[src/rtl/phy_evt_pkg.sv]
// Package: shared constants for the PHY event register pair.
// Assumes a 16-bit management data path and seven maskable event sources.
package phy_evt_pkg;
    localparam int DATA_W   = 16;
    localparam int N_SRC    = 7;   // maskable event sources
    localparam int N_PEND   = N_SRC + 1; // plus half-scale flag
    localparam int PEND_LSB = 8;   // pending flags start at bit 8

    // Index of each maskable source; pending bit = PEND_LSB + index
    typedef enum int {
        SRC_JABBER   = 0,
        SRC_POLARITY = 1,
        SRC_SLEEP    = 2,
        SRC_XOVER    = 3,
        SRC_LPBK     = 4,
        SRC_PAGE     = 5,
        SRC_ANERR    = 6,
        SRC_HALF     = 7
    } evt_src_e;
endpackage

[src/rtl/evt_sat_counter.sv]
// Module: saturating event counter with clear-on-read.
// Counts increment pulses, holds at all-ones, and reports the exact
// increment that crosses half scale. A clear in the same cycle as an
// increment leaves a count of one. Assumes synchronous active-low reset.
module evt_sat_counter #(
    parameter int CNT_W = 8
) (
    input  logic             clk,
    input  logic             rst_n,
    input  logic             inc,
    input  logic             clr,
    output logic [CNT_W-1:0] count,
    output logic             half_cross
);
    localparam logic [CNT_W-1:0] MAX_VAL  = {CNT_W{1'b1}};
    localparam logic [CNT_W-1:0] HALF_LO  = {1'b0, {(CNT_W-1){1'b1}}};
    localparam logic [CNT_W-1:0] ONE      = {{(CNT_W-1){1'b0}}, 1'b1};

    logic at_max;
    logic [CNT_W-1:0] count_nx;

    // Purpose: detect the saturation point
    always_comb at_max = (count == MAX_VAL);

    // Purpose: flag the increment moving the count past half scale
    always_comb half_cross = inc && !clr && (count == HALF_LO);

    // Purpose: choose the next count from clear, increment and saturation
    always_comb begin
        if (clr)
            count_nx = inc ? ONE : '0;
        else if (inc && !at_max)
            count_nx = count + ONE;
        else
            count_nx = count;
    end

    // Purpose: hold the count
    always_ff @(posedge clk) begin
        if (!rst_n)
            count <= '0;
        else
            count <= count_nx;
    end
endmodule

[src/rtl/evt_pending_bank.sv]
// Module: bank of latched pending flags with clear-on-read.
// Each flag sets on its pulse and clears on a bank-wide clear, but a pulse
// in the clearing cycle wins so no event is lost. Synchronous active-low reset.
module evt_pending_bank #(
    parameter int N = 8
) (
    input  logic         clk,
    input  logic         rst_n,
    input  logic [N-1:0] set,
    input  logic         clr,
    output logic [N-1:0] pend
);
    for (genvar i = 0; i < N; i++) begin : g_flag
        // Purpose: latch one pending flag
        always_ff @(posedge clk) begin
            if (!rst_n)
                pend[i] <= 1'b0;
            else if (set[i])
                pend[i] <= 1'b1;
            else if (clr)
                pend[i] <= 1'b0;
        end
    end
endmodule

[src/rtl/evt_enable_reg.sv]
// Module: read/write interrupt enable bits.
// Loads all enables on a write strobe. Synchronous active-low reset to zero.
module evt_enable_reg #(
    parameter int N = 7
) (
    input  logic         clk,
    input  logic         rst_n,
    input  logic         wr,
    input  logic [N-1:0] wdata,
    output logic [N-1:0] en
);
    // Purpose: store enables written by the management agent
    always_ff @(posedge clk) begin
        if (!rst_n)
            en <= '0;
        else if (wr)
            en <= wdata;
    end
endmodule

[src/rtl/phy_evt_regs.sv]
// Module: false-carrier counter and interrupt status/enable registers.
// Decodes a flat register access, clears on read, masks pending flags with
// enables and raises irq. Assumes reads are single-cycle strobes and that
// the status layout fits 16 bits. Synchronous active-low reset.
module phy_evt_regs
    import phy_evt_pkg::*;
#(
    parameter int              ADDR_W    = 5,
    parameter int              CNT_W     = 8,
    parameter logic [ADDR_W-1:0] STAT_ADDR = 5'h13,
    parameter logic [ADDR_W-1:0] CNT_ADDR  = 5'h14
) (
    input  logic              clk,
    input  logic              rst_n,
    input  logic [ADDR_W-1:0] reg_addr,
    input  logic              reg_rd,
    input  logic              reg_wr,
    input  logic [DATA_W-1:0] reg_wdata,
    output logic [DATA_W-1:0] reg_rdata,
    input  logic              ev_false_carrier,
    input  logic              ev_an_error,
    input  logic              ev_page_rx,
    input  logic              ev_lpbk_fifo,
    input  logic              ev_xover,
    input  logic              ev_sleep,
    input  logic              ev_polarity,
    input  logic              ev_jabber,
    output logic              irq
);
    localparam int PAD_W = DATA_W - CNT_W;

    logic              sel_stat, sel_cnt;
    logic              rd_stat, rd_cnt, wr_stat;
    logic [CNT_W-1:0]  fc_count;
    logic              half_cross;
    logic [N_PEND-1:0] pend_set, pend;
    logic [N_SRC-1:0]  en_q;

    // Purpose: decode address selects and access strobes
    always_comb begin
        sel_stat = (reg_addr == STAT_ADDR);
        sel_cnt  = (reg_addr == CNT_ADDR);
        rd_stat  = reg_rd && sel_stat;
        rd_cnt   = reg_rd && sel_cnt;
        wr_stat  = reg_wr && sel_stat;
    end

    // Purpose: gather event pulses into pending-bank order
    always_comb begin
        pend_set               = '0;
        pend_set[SRC_JABBER]   = ev_jabber;
        pend_set[SRC_POLARITY] = ev_polarity;
        pend_set[SRC_SLEEP]    = ev_sleep;
        pend_set[SRC_XOVER]    = ev_xover;
        pend_set[SRC_LPBK]     = ev_lpbk_fifo;
        pend_set[SRC_PAGE]     = ev_page_rx;
        pend_set[SRC_ANERR]    = ev_an_error;
        pend_set[SRC_HALF]     = half_cross;
    end

    evt_sat_counter #(.CNT_W(CNT_W)) u_cnt (
        .clk        (clk),
        .rst_n      (rst_n),
        .inc        (ev_false_carrier),
        .clr        (rd_cnt),
        .count      (fc_count),
        .half_cross (half_cross)
    );

    evt_pending_bank #(.N(N_PEND)) u_pend (
        .clk   (clk),
        .rst_n (rst_n),
        .set   (pend_set),
        .clr   (rd_stat),
        .pend  (pend)
    );

    evt_enable_reg #(.N(N_SRC)) u_en (
        .clk   (clk),
        .rst_n (rst_n),
        .wr    (wr_stat),
        .wdata (reg_wdata[N_SRC-1:0]),
        .en    (en_q)
    );

    // Purpose: return read data; reserved bits and idle cycles read zero
    always_comb begin
        if (rd_stat)
            reg_rdata = {pend, 1'b0, en_q};
        else if (rd_cnt)
            reg_rdata = {{PAD_W{1'b0}}, fc_count};
        else
            reg_rdata = '0;
    end

    // Purpose: interrupt from masked flags; half-scale flag is unmasked
    always_comb irq = |(pend & {1'b1, en_q});
endmodule

[config.mk]
export PLATFORM = sky130hd
export DESIGN_NAME = phy_evt_regs
export DESIGN_NICKNAME = d
export VERILOG_FILES = /design/src/rtl/phy_evt_pkg.sv /design/src/rtl/evt_sat_counter.sv /design/src/rtl/evt_pending_bank.sv /design/src/rtl/evt_enable_reg.sv /design/src/rtl/phy_evt_regs.sv
export SDC_FILE = /design/constraint.sdc
export NUM_CORES = 1
export LEC_CHECK = 0
export BUFFER_PORTS_ARGS = -buffer_cell sky130_fd_sc_hd__buf_2
export CAP_MARGIN = 20
export CORE_MARGIN = 5
export CORE_UTILIZATION = 43
export CTS_BUF_LIST = sky130_fd_sc_hd__clkbuf_2
export DETAILED_ROUTE_END_ITERATION = 12
export GPL_ROUTABILITY_DRIVEN = 0
export GPL_TIMING_DRIVEN = 0
export PLACE_DENSITY = 0.73
export SKIP_LAST_GASP = 1
export SYNTH_ARGS = -nofsm -noshare
export SYNTH_HDL_FRONTEND = slang
export SYNTH_SLANG_ARGS = --single-unit
[constraint.sdc]
create_clock -name clk -period 3.2 [get_ports clk]
set_input_delay 0.8 -clock clk [delete_from_list [all_inputs] [get_ports clk]]
set_output_delay 0.8 -clock clk [all_outputs]
set_load 0.01 [all_outputs]
==> impl_metrics.yaml, run 1 <==
timing:
  fin_crit_sh_pct: 85.69
  worst-slew-pin-transition_ns: 0.4380
  max_freq_ghz: 0.3647
  hold_violations: 0
  fin_crit_ns: 2.742
  clock_skew_ns: 0.0008410
  slew_headroom_pct: 70.80
  drv_slew: 0
  tns_ns: 0
  setup_viol: 0
  rsz0062_at_grt: "no"
global_routing:
  overflow: 0
  grt_usage_pct: 14.49
  grt_pass1_wl_mm: 4.705
  grt_max_degree: 14
  antenna_found_initial: 0
  grt_pass1_vias: 1063
detailed_routing:
  wire_per_inst_um: 13.73
  firstDrtPassIters: 4
  vias: 1083
  vias_per_cell: 5.361
  wirelength_mm: 2.773
  drtIter0Drc: 37
  drcViolationCount: 0
  postRouteAntennaNets: 0
hold_path:
  hp-class: "reg2reg"
  min_from: "u_pend.pend[7]$_SDFFE_PN0P_"
  hold_depth: 2
power_and_ir_drop:
  power_uw: 465.2
  power_per_cell_area_mw_per_mm2: 325.9
  peakVddDrop_v: 0.0002632
  power.leakage_uw: 0.0006171
synth:
  ys_types: 33
  ys_seq_area_share_pct: 39.23
  ys_top_cells_by_area: "dfxtp_1 (39%), mux2i_1 (7.7%), nor2b_1 (7.5%), a22o_1 (6.0%), and2_1 (5.3%)"
  synth_warnings: 0
  synth_edf_count: 0
  synth_cells: 128
  async_flop_share_pct: 0
  yosysTopAreaCell: "dfxtp_1"
  synth.top_cell.area_share_pct: 39.23
  synth_area_sq_mm: 0.001174
  syn_nets: 162
  avgSynthCellArea_sq_um: 9.169
  yosys_most_used_dff: "dfxtp_1"
  synth.ff_latch_count: 23
placement:
  io_buffer_count: 39
  hpwlAfterDp_mm: 2.155
  placed_cells: 198
die:
  die_h_um: 62.25
  dieArea_sq_mm: 0.003874
  core_sq_mm: 0.002686
  die_w_um: 62.25
  start_util_pct: 43.69
  rows: 19
  io_pins: 50
run_status:
  status: "complete, no violations"
critical_path:
  arrival_ns: 1.94
  critPathKind: "in2out"
  startpoint: "reg_addr[0]"
  crit_fanout: 10
  crit_required_ns: 2.40
  reg2reg_from: "u_cnt.count[0]$_SDFFE_PN0P_"
  start_kind: "input pin"
  r2r_cells: 5
  end_kind: "output pin"
cts:
  insertion_delay_ns: 0.33
  cts_tree: "built"
  cts_sinks: 23
  cts_resized: 0
  ctsLongestPathBuffers: 2
  cts_buffers: 3
  cts_hold_buf: 0
  post_cts_buffers: 0
  root_buffer: "clkbuf_2"
  htreeDepth: 1
  clk_pin_slew_ns: 0.21
layout:
  most-common-layout-cells: "buf_2 (41), dfxtp_1 (23), nor2b_1 (14)"
  area_growth_syn_to_layout_pct: 21.64
  drive_gt1_share_pct: 30.41
  final_core_util_pct: 53.14
  final_cells: 202
  final_common_cell: "buf_2"
  nets: 206
  diodes: 0
flow_run:
  max-cap-violations: 0
## cell type report
type	count	area (sq um)
plain buffers	7	47.55
clock buffers	3	15.01
clock inverters	1	5.005
fillers	254	1259
multi-input cells	98	665.6
flip-flops and latches	23	460.4
well taps	31	38.79
repair buffers	39	195.2
## flip-flops by register name (all words and copies together), names as in the netlist
| signal | flops |
|---|---|
| u_en.en | 7 |
| u_pend.pend | 8 |
| u_cnt.count | 8 |
## final timing paths
check | end | slack, ns
worst max register to register | u_cnt.count[1]$_SDFFE_PN0P_ | 1.77
worst min-delay path | u_pend.pend[7]$_SDFFE_PN0P_ | 0.52
worst max-delay path | reg_rdata[6] | 0.46
worst min register to register | u_pend.pend[7]$_SDFFE_PN0P_ | 0.52
## cells in the mapped netlist (2+ instances only)
cell       n
dfxtp_1   23
nor2b_1   14
a21oi_1   12
and2_1    10
mux2i_1    9
a22o_1     8
nor2_1     7
nand3_1    6
nor3_1     6
nand2_1    3
xnor2_1    3
and3_1     2
buf_2      2
buf_6      2
clkbuf_1   2
nand2b_1   2
## stage by stage
stage	hold slack [ns]	cell area [sq um]	setup slack, ns
finish	0.5173	1428	0.4579
global placement	0.4742	1408	0.4902
CTS	0.5168	1428	0.4548
floorplan	0.4517	1174	0.7255
global route	0.5717	1428	0.3863
detailed placement	0.4940	1408	0.4533
## cell families (layout without fill, tap and decap cells)
kind of cell               Yosys count  in the layout  share of synthesized area (%)
AOI/OAI and AO/OA                   26             26                          15.46
xor gates and xnor gates             3              3                          2.239
adders and majority gates            1              1                          1.066
buffers and inverters                7             50                          4.052
DFF                                 23             23                          39.23
muxes                                9              9                          7.676
and+or+nand+nor                     59             59                          30.28
## layer usage
layer	wire length (um)	up-vias	track usage (%)
met3	136	2	4.685
met4	21	0	4.065
met1	1176	508	15.52
li1	-	548	-
met2	1438	25	26.68
met5	0	-	0
## power breakdown
group	switching [uW]	internal [uW]	leakage, uW
Clock	88.6	28.3	0.0000164
Combinational	19.7	24.2	0.000413
Sequential	7.84	296	0.000188
## worst max-delay path: stages
cell      delay [ns]
buf_2           0.10
and4bb_1        0.21
and3_1          0.20
buf_6           0.13
buf_6           0.13
a22o_1          0.23
buf_2           0.14
Note: power is estimated with default switching activity, not from simulation.
==> run 2: changes to the inputs <==
--- a/config.mk
+++ b/config.mk
@@ -7,7 +7,7 @@
 export LEC_CHECK = 0
 export BUFFER_PORTS_ARGS = -buffer_cell sky130_fd_sc_hd__buf_2
 export CAP_MARGIN = 20
-export CORE_MARGIN = 5
+export CORE_MARGIN = 4
 export CORE_UTILIZATION = 43
 export CTS_BUF_LIST = sky130_fd_sc_hd__clkbuf_2
 export DETAILED_ROUTE_END_ITERATION = 12
==> run 2 against run 1 <==
  * Fmax rose by 0.67%
  * Cell count fell by 0.50%
  * Register-to-register slack barely moved
  * Via count fell by 1.2%
  * Largest cell class unchanged
  * Total power rose by 0.59%
  * Non-clock buffer count did not move
  * Sequential share of layout area barely moved
  * Global-route usage rose by 1.5 points
  * First-iteration DRC count rose by 16%
  * Core utilization rose by 2.9 points
  * Clock power barely moved
  * Worst hold slack got worse by 0.0084 ns
==> impl_metrics.yaml, run 2 (synthesis results as in run 1) <==
timing:
  fin_crit_ns: 2.724
  worst-slew-pin-transition_ns: 0.4487
  rsz0062_at_grt: "no"
  tns_ns: 0
  max_freq_ghz: 0.3671
  clock_skew_ns: 0.0008575
  hold_violations: 0
  setup_viol: 0
  slew_headroom_pct: 70.08
  drv_slew: 0
  fin_crit_sh_pct: 85.12
  worst_slack_ns: 0.4763
cts:
  cts_hold_buf: 0
  ctsLongestPathBuffers: 2
  cts_resized: 0
  htreeDepth: 1
  cts_sinks: 23
  clk_pin_slew_ns: 0.22
  post_cts_buffers: 0
  insertion_delay_ns: 0.34
  cts_tree: "built"
  cts_buffers: 3
  root_buffer: "clkbuf_2"
layout:
  nets: 206
  area_growth_syn_to_layout_pct: 21.54
  design_area_sq_mm: 0.001426
  final_common_cell: "buf_2"
  num-fill-cells: 254
  diodes: 0
  multi_input_area_sq_um: 665.6
  reg.largest.list: "u_cnt.count: 8 flops, u_pend.pend: 8 flops, u_en.en: 7 flops"
  most-common-layout-cells: "buf_2 (41), dfxtp_1 (23), nor2b_1 (14)"
  seqCellArea_sq_um: 460.4
  drive_gt1_share_pct: 30.41
global_routing:
  grt_max_degree: 14
  grt_pass1_wl_mm: 4.360
  antenna_found_initial: 0
  grt_pass1_vias: 978
  grt_usage_pct: 15.97
  overflow: 0
placement:
  place_area_sq_mm: 0.001406
  preCtsSetupSlack_ns: 0.4781
  io_buffer_count: 39
  hpwlAfterDp_mm: 2.148
detailed_routing:
  vias_per_cell: 5.323
  vias: 1070
  drcViolationCount: 0
  dr_wl_met2_mm: 1.392
  met1_length_mm: 1.174
  dr.max_layer_used: "met4"
  wl_met3_um: 207
  wire_per_inst_um: 13.86
  postRouteAntennaNets: 0
  wirelength_mm: 2.786
  drtIter0Drc: 43
  firstDrtPassIters: 4
critical_path:
  crit_path_top_delay_cell: "a22o_1"
  worst-path-buf-inv: 4
  r2r_cells: 5
  cp_slowest_stage_delay_ns: 0.22
  reg2reg_slack_ns: 1.76
  path_cells: "buf_2 -> and4bb_1 -> and3_1 -> buf_6 -> buf_6 -> a22o_1 -> buf_2"
  start_kind: "input pin"
  critical_path.top_delay_family: "buffers and inverters"
  crit_required_ns: 2.40
  reg2reg_from: "u_cnt.count[0]$_SDFFE_PN0P_"
  arrival_ns: 1.92
  crit_fanout: 10
  critPathKind: "in2out"
  r2r_end: "u_cnt.count[0]$_SDFFE_PN0P_"
  end_kind: "output pin"
die:
  core_sq_mm: 0.002545
  io_pins: 50
  start_util_pct: 46.12
  die_w_um: 60.25
  rows: 18
  dieArea_sq_mm: 0.003629
  die_h_um: 60.25
power_and_ir_drop:
  power.leakage_uw: 0.0006171
  power_per_cell_area_mw_per_mm2: 328.1
  peakVddDrop_v: 0.0002428
hold_path:
  min_to: "u_pend.pend[7]$_SDFFE_PN0P_"
  hp-class: "reg2reg"
  min_from: "u_pend.pend[7]$_SDFFE_PN0P_"
  hold_depth: 2
run_status:
  status: "complete, no violations"
flow_run:
  max-cap-violations: 0
## run 2: cell counts in the layout (fill, tap and decap cells not counted)
No cell type changed its count.
## run 2: area by class of cell
type	instances	share of cell area (%)
Buffer	7	3.333
Multi-Input combinational cell	98	46.67
Tap cell	30	2.632
Timing Repair Buffer	39	13.68
Clock buffer	3	1.053
Sequential cell	23	32.28
Clock inverter	1	0.3509
## run 2: layer usage
metal / GRT usage, % / vias up
met2: 28.70 / 31
met5: 0 / -
met1: 18.68 / 493
met4: 4.114 / 0
met3: 3.888 / 2
li1: - / 544
## run 2: stage by stage
step                util [%]  cells  hold slack (ns)  power, uW
global route           56.05    201           0.5413      487.9
floorplan                  -    128           0.4517      332.2
global placement       55.26    197           0.4740      351.8
CTS                    56.05    201           0.5038      469.9
detailed placement     55.26    197           0.4803      354.7
finish                 56.05    201           0.5088      468.0
## run 2: tightest hold or removal path, stage by stage (launching register included)
cell and delay [ns]:
dfxtp_1 0.37, nand2_1 0.05, a21boi_0 0.07
## run 2: how the worst max path moves through the flow
stage	end	depth (start not counted)	start	slack [ns]
floorplan	reg_rdata[5]	5	reg_addr[2]	0.73
detailed placement	reg_rdata[5]	7	reg_addr[0]	0.48
global placement	reg_rdata[6]	7	reg_addr[0]	0.49
global route	reg_rdata[3]	6	reg_addr[3]	0.38
CTS	reg_rdata[5]	7	reg_addr[0]	0.48
finish	reg_rdata[6]	7	reg_addr[0]	0.48
## run 2: power breakdown
part	internal [uW]	switching (uW)
clock network	28.3	90.4
logic	24.2	20.3
registers	297	8.26
total	349	119
==> run 3: changes to the inputs <==
--- a/config.mk
+++ b/config.mk
@@ -7,13 +7,15 @@
 export LEC_CHECK = 0
 export BUFFER_PORTS_ARGS = -buffer_cell sky130_fd_sc_hd__buf_2
 export CAP_MARGIN = 20
+export CELL_PAD_IN_SITES_DETAIL_PLACEMENT = 0
+export CELL_PAD_IN_SITES_GLOBAL_PLACEMENT = 2
 export CORE_MARGIN = 4
-export CORE_UTILIZATION = 43
+export CORE_UTILIZATION = 30
 export CTS_BUF_LIST = sky130_fd_sc_hd__clkbuf_2
 export DETAILED_ROUTE_END_ITERATION = 12
 export GPL_ROUTABILITY_DRIVEN = 0
 export GPL_TIMING_DRIVEN = 0
-export PLACE_DENSITY = 0.73
+export PLACE_DENSITY_LB_ADDON = 0.1
 export SKIP_LAST_GASP = 1
 export SYNTH_ARGS = -nofsm -noshare
 export SYNTH_HDL_FRONTEND = slang
==> run 3 against run 2 <==
  * Clock skew grew 0.0086 ns
  * First-iteration DRC count shrank 63%
  * Critical endpoint is now reg_rdata[5]
  * Largest power group unchanged
  * Die area grew 37%
  * Critical path depth is the same
  * Register-to-register slack lost 0.02 ns
==> impl_metrics.yaml, run 3 (synthesis results as in run 1) <==
run_status:
  status: "complete, no violations"
die:
  rows: 22
  start_util_pct: 31.58
  dieArea_sq_mm: 0.004977
  core_sq_mm: 0.003716
  die_h_um: 70.55
  die_w_um: 70.55
  io_pins: 50
critical_path:
  critPathKind: "in2out"
  crit_fanout: 10
  cp_slowest_stage_delay_ns: 0.22
  worst-path-buf-inv: 4
  path_cells: "buf_2 -> and4bb_1 -> and3_1 -> buf_6 -> buf_6 -> a22o_1 -> buf_2"
  arrival_ns: 1.92
  start_kind: "input pin"
  crit_path_top_delay_cell: "a22o_1"
  end_kind: "output pin"
  critical_path.top_delay_family: "buffers and inverters"
  crit_required_ns: 2.40
timing:
  setup_viol: 0
  fin_crit_sh_pct: 84.88
  tns_ns: 0
  hold_violations: 0
  worst-slew-pin-transition_ns: 0.4718
  slew_headroom_pct: 68.55
  clock_skew_ns: 0.009434
  drv_slew: 0
  timing.hold.ws_ns: 0.5064
  rsz0062_at_grt: "no"
  fin_crit_ns: 2.716
  max_freq_ghz: 0.3682
power_and_ir_drop:
  p_comb_share_pct: 9.5
  p_sw_share_pct: 25.65
  power.leakage_uw: 0.0006171
  clkPwrFrac_pct: 25.6
  power_switching_uw: 120.4
  power_per_cell_area_mw_per_mm2: 324.1
  intPower_uw: 349.1
  p_seq_share_pct: 64.9
  power_uw: 469.6
  peakVddDrop_v: 0.0001049
global_routing:
  grt_usage_pct: 13.13
  overflow: 0
  antenna_found_initial: 0
  grt_max_degree: 14
  grt_pass1_wl_mm: 5.237
  grt_pass1_vias: 1081
detailed_routing:
  wirelength_mm: 3.029
  drtIter0Drc: 16
  wire_per_inst_um: 13.83
  drcViolationCount: 0
  vias_per_cell: 4.785
  firstDrtPassIters: 4
  vias: 1048
  postRouteAntennaNets: 0
placement:
  io_buffer_count: 39
  place_area_sq_mm: 0.001429
  placed_cells: 215
  hpwlAfterDp_mm: 2.397
layout:
  reg.largest.list: "u_cnt.count: 8 flops, u_pend.pend: 8 flops, u_en.en: 7 flops"
  drive_gt1_share_pct: 30.41
  final_common_cell: "buf_2"
  most-common-layout-cells: "buf_2 (41), dfxtp_1 (23), nor2b_1 (14)"
  nets: 206
  diodes: 0
  area_growth_syn_to_layout_pct: 23.45
  final_cells: 219
  num-fill-cells: 402
  design_area_sq_mm: 0.001449
cts:
  cts_buffers: 3
  ctsLongestPathBuffers: 2
  cts_resized: 0
  insertion_delay_ns: 0.34
  cts_tree: "built"
  post_cts_buffers: 0
  cts_sinks: 23
  cts_hold_buf: 0
  htreeDepth: 1
  clk_pin_slew_ns: 0.23
  root_buffer: "clkbuf_2"
hold_path:
  hp-class: "reg2reg"
flow_run:
  max-cap-violations: 0
-- run 3: worst reg2reg max path, delay by kind of cell (launching register included) --
family,cells,cell delay (ns)
flops,1,0.48
compound gates,1,0.31
fa+ha+maj,1,0.26
simple gates,2,0.24
mux,1,0.09
-- run 3: path summary, 6_finish.rpt --
| path | start | end | slack, ns | cells past startpoint |
|---|---|---|---|---|
| hold reg to reg | u_pend.pend[7]$_SDFFE_PN0P_ | u_pend.pend[7]$_SDFFE_PN0P_ | 0.51 | 2 |
| setup / recovery | reg_addr[0] | reg_rdata[5] | 0.48 | 7 |
| hold / removal | u_pend.pend[7]$_SDFFE_PN0P_ | u_pend.pend[7]$_SDFFE_PN0P_ | 0.51 | 2 |
| setup reg to reg | u_cnt.count[0]$_SDFFE_PN0P_ | u_cnt.count[0]$_SDFFE_PN0P_ | 1.74 | 5 |
-- run 3: metal layers --
metal / track usage (%) / vias up / wire [um]
met1: 15.97 / 474 / 1363
met3: 2.699 / 4 / 127
met5: 0 / - / 0
met4: 3.758 / 0 / 27
li1: - / 551 / -
met2: 23.39 / 19 / 1510
-- run 3: cell type report --
class	count	area [sq um]	area share (%)
Tap cell	48	60.06	4.145
Buffer	7	47.55	3.282
Timing Repair Buffer	39	195.2	13.47
Clock buffer	3	15.01	1.036
Sequential cell	23	460.4	31.78
Multi-Input combinational cell	98	665.6	45.94
Clock inverter	1	5.005	0.3454
-- run 3: power groups by stage --
stage / Sequential, uW / Combinational (uW) / Clock, uW
2_1_floorplan: 308 / 24.5 / 0
3_3_place_gp: 310 / 43.7 / 0
3_5_place_dp: 310 / 45.2 / 0
4_1_cts: 305 / 45.3 / 128
5_1_grt: 307 / 50.7 / 142
6_report: 305 / 44.5 / 120
-- run 3: metrics by stage --
stage / setup slack [ns] / util [%]
finish: 0.4839 / 38.99
global route: 0.3593 / 38.99
CTS: 0.4764 / 38.99
detailed placement: 0.4761 / 38.45
global placement: 0.4808 / 38.45
floorplan: 0.7255 / -
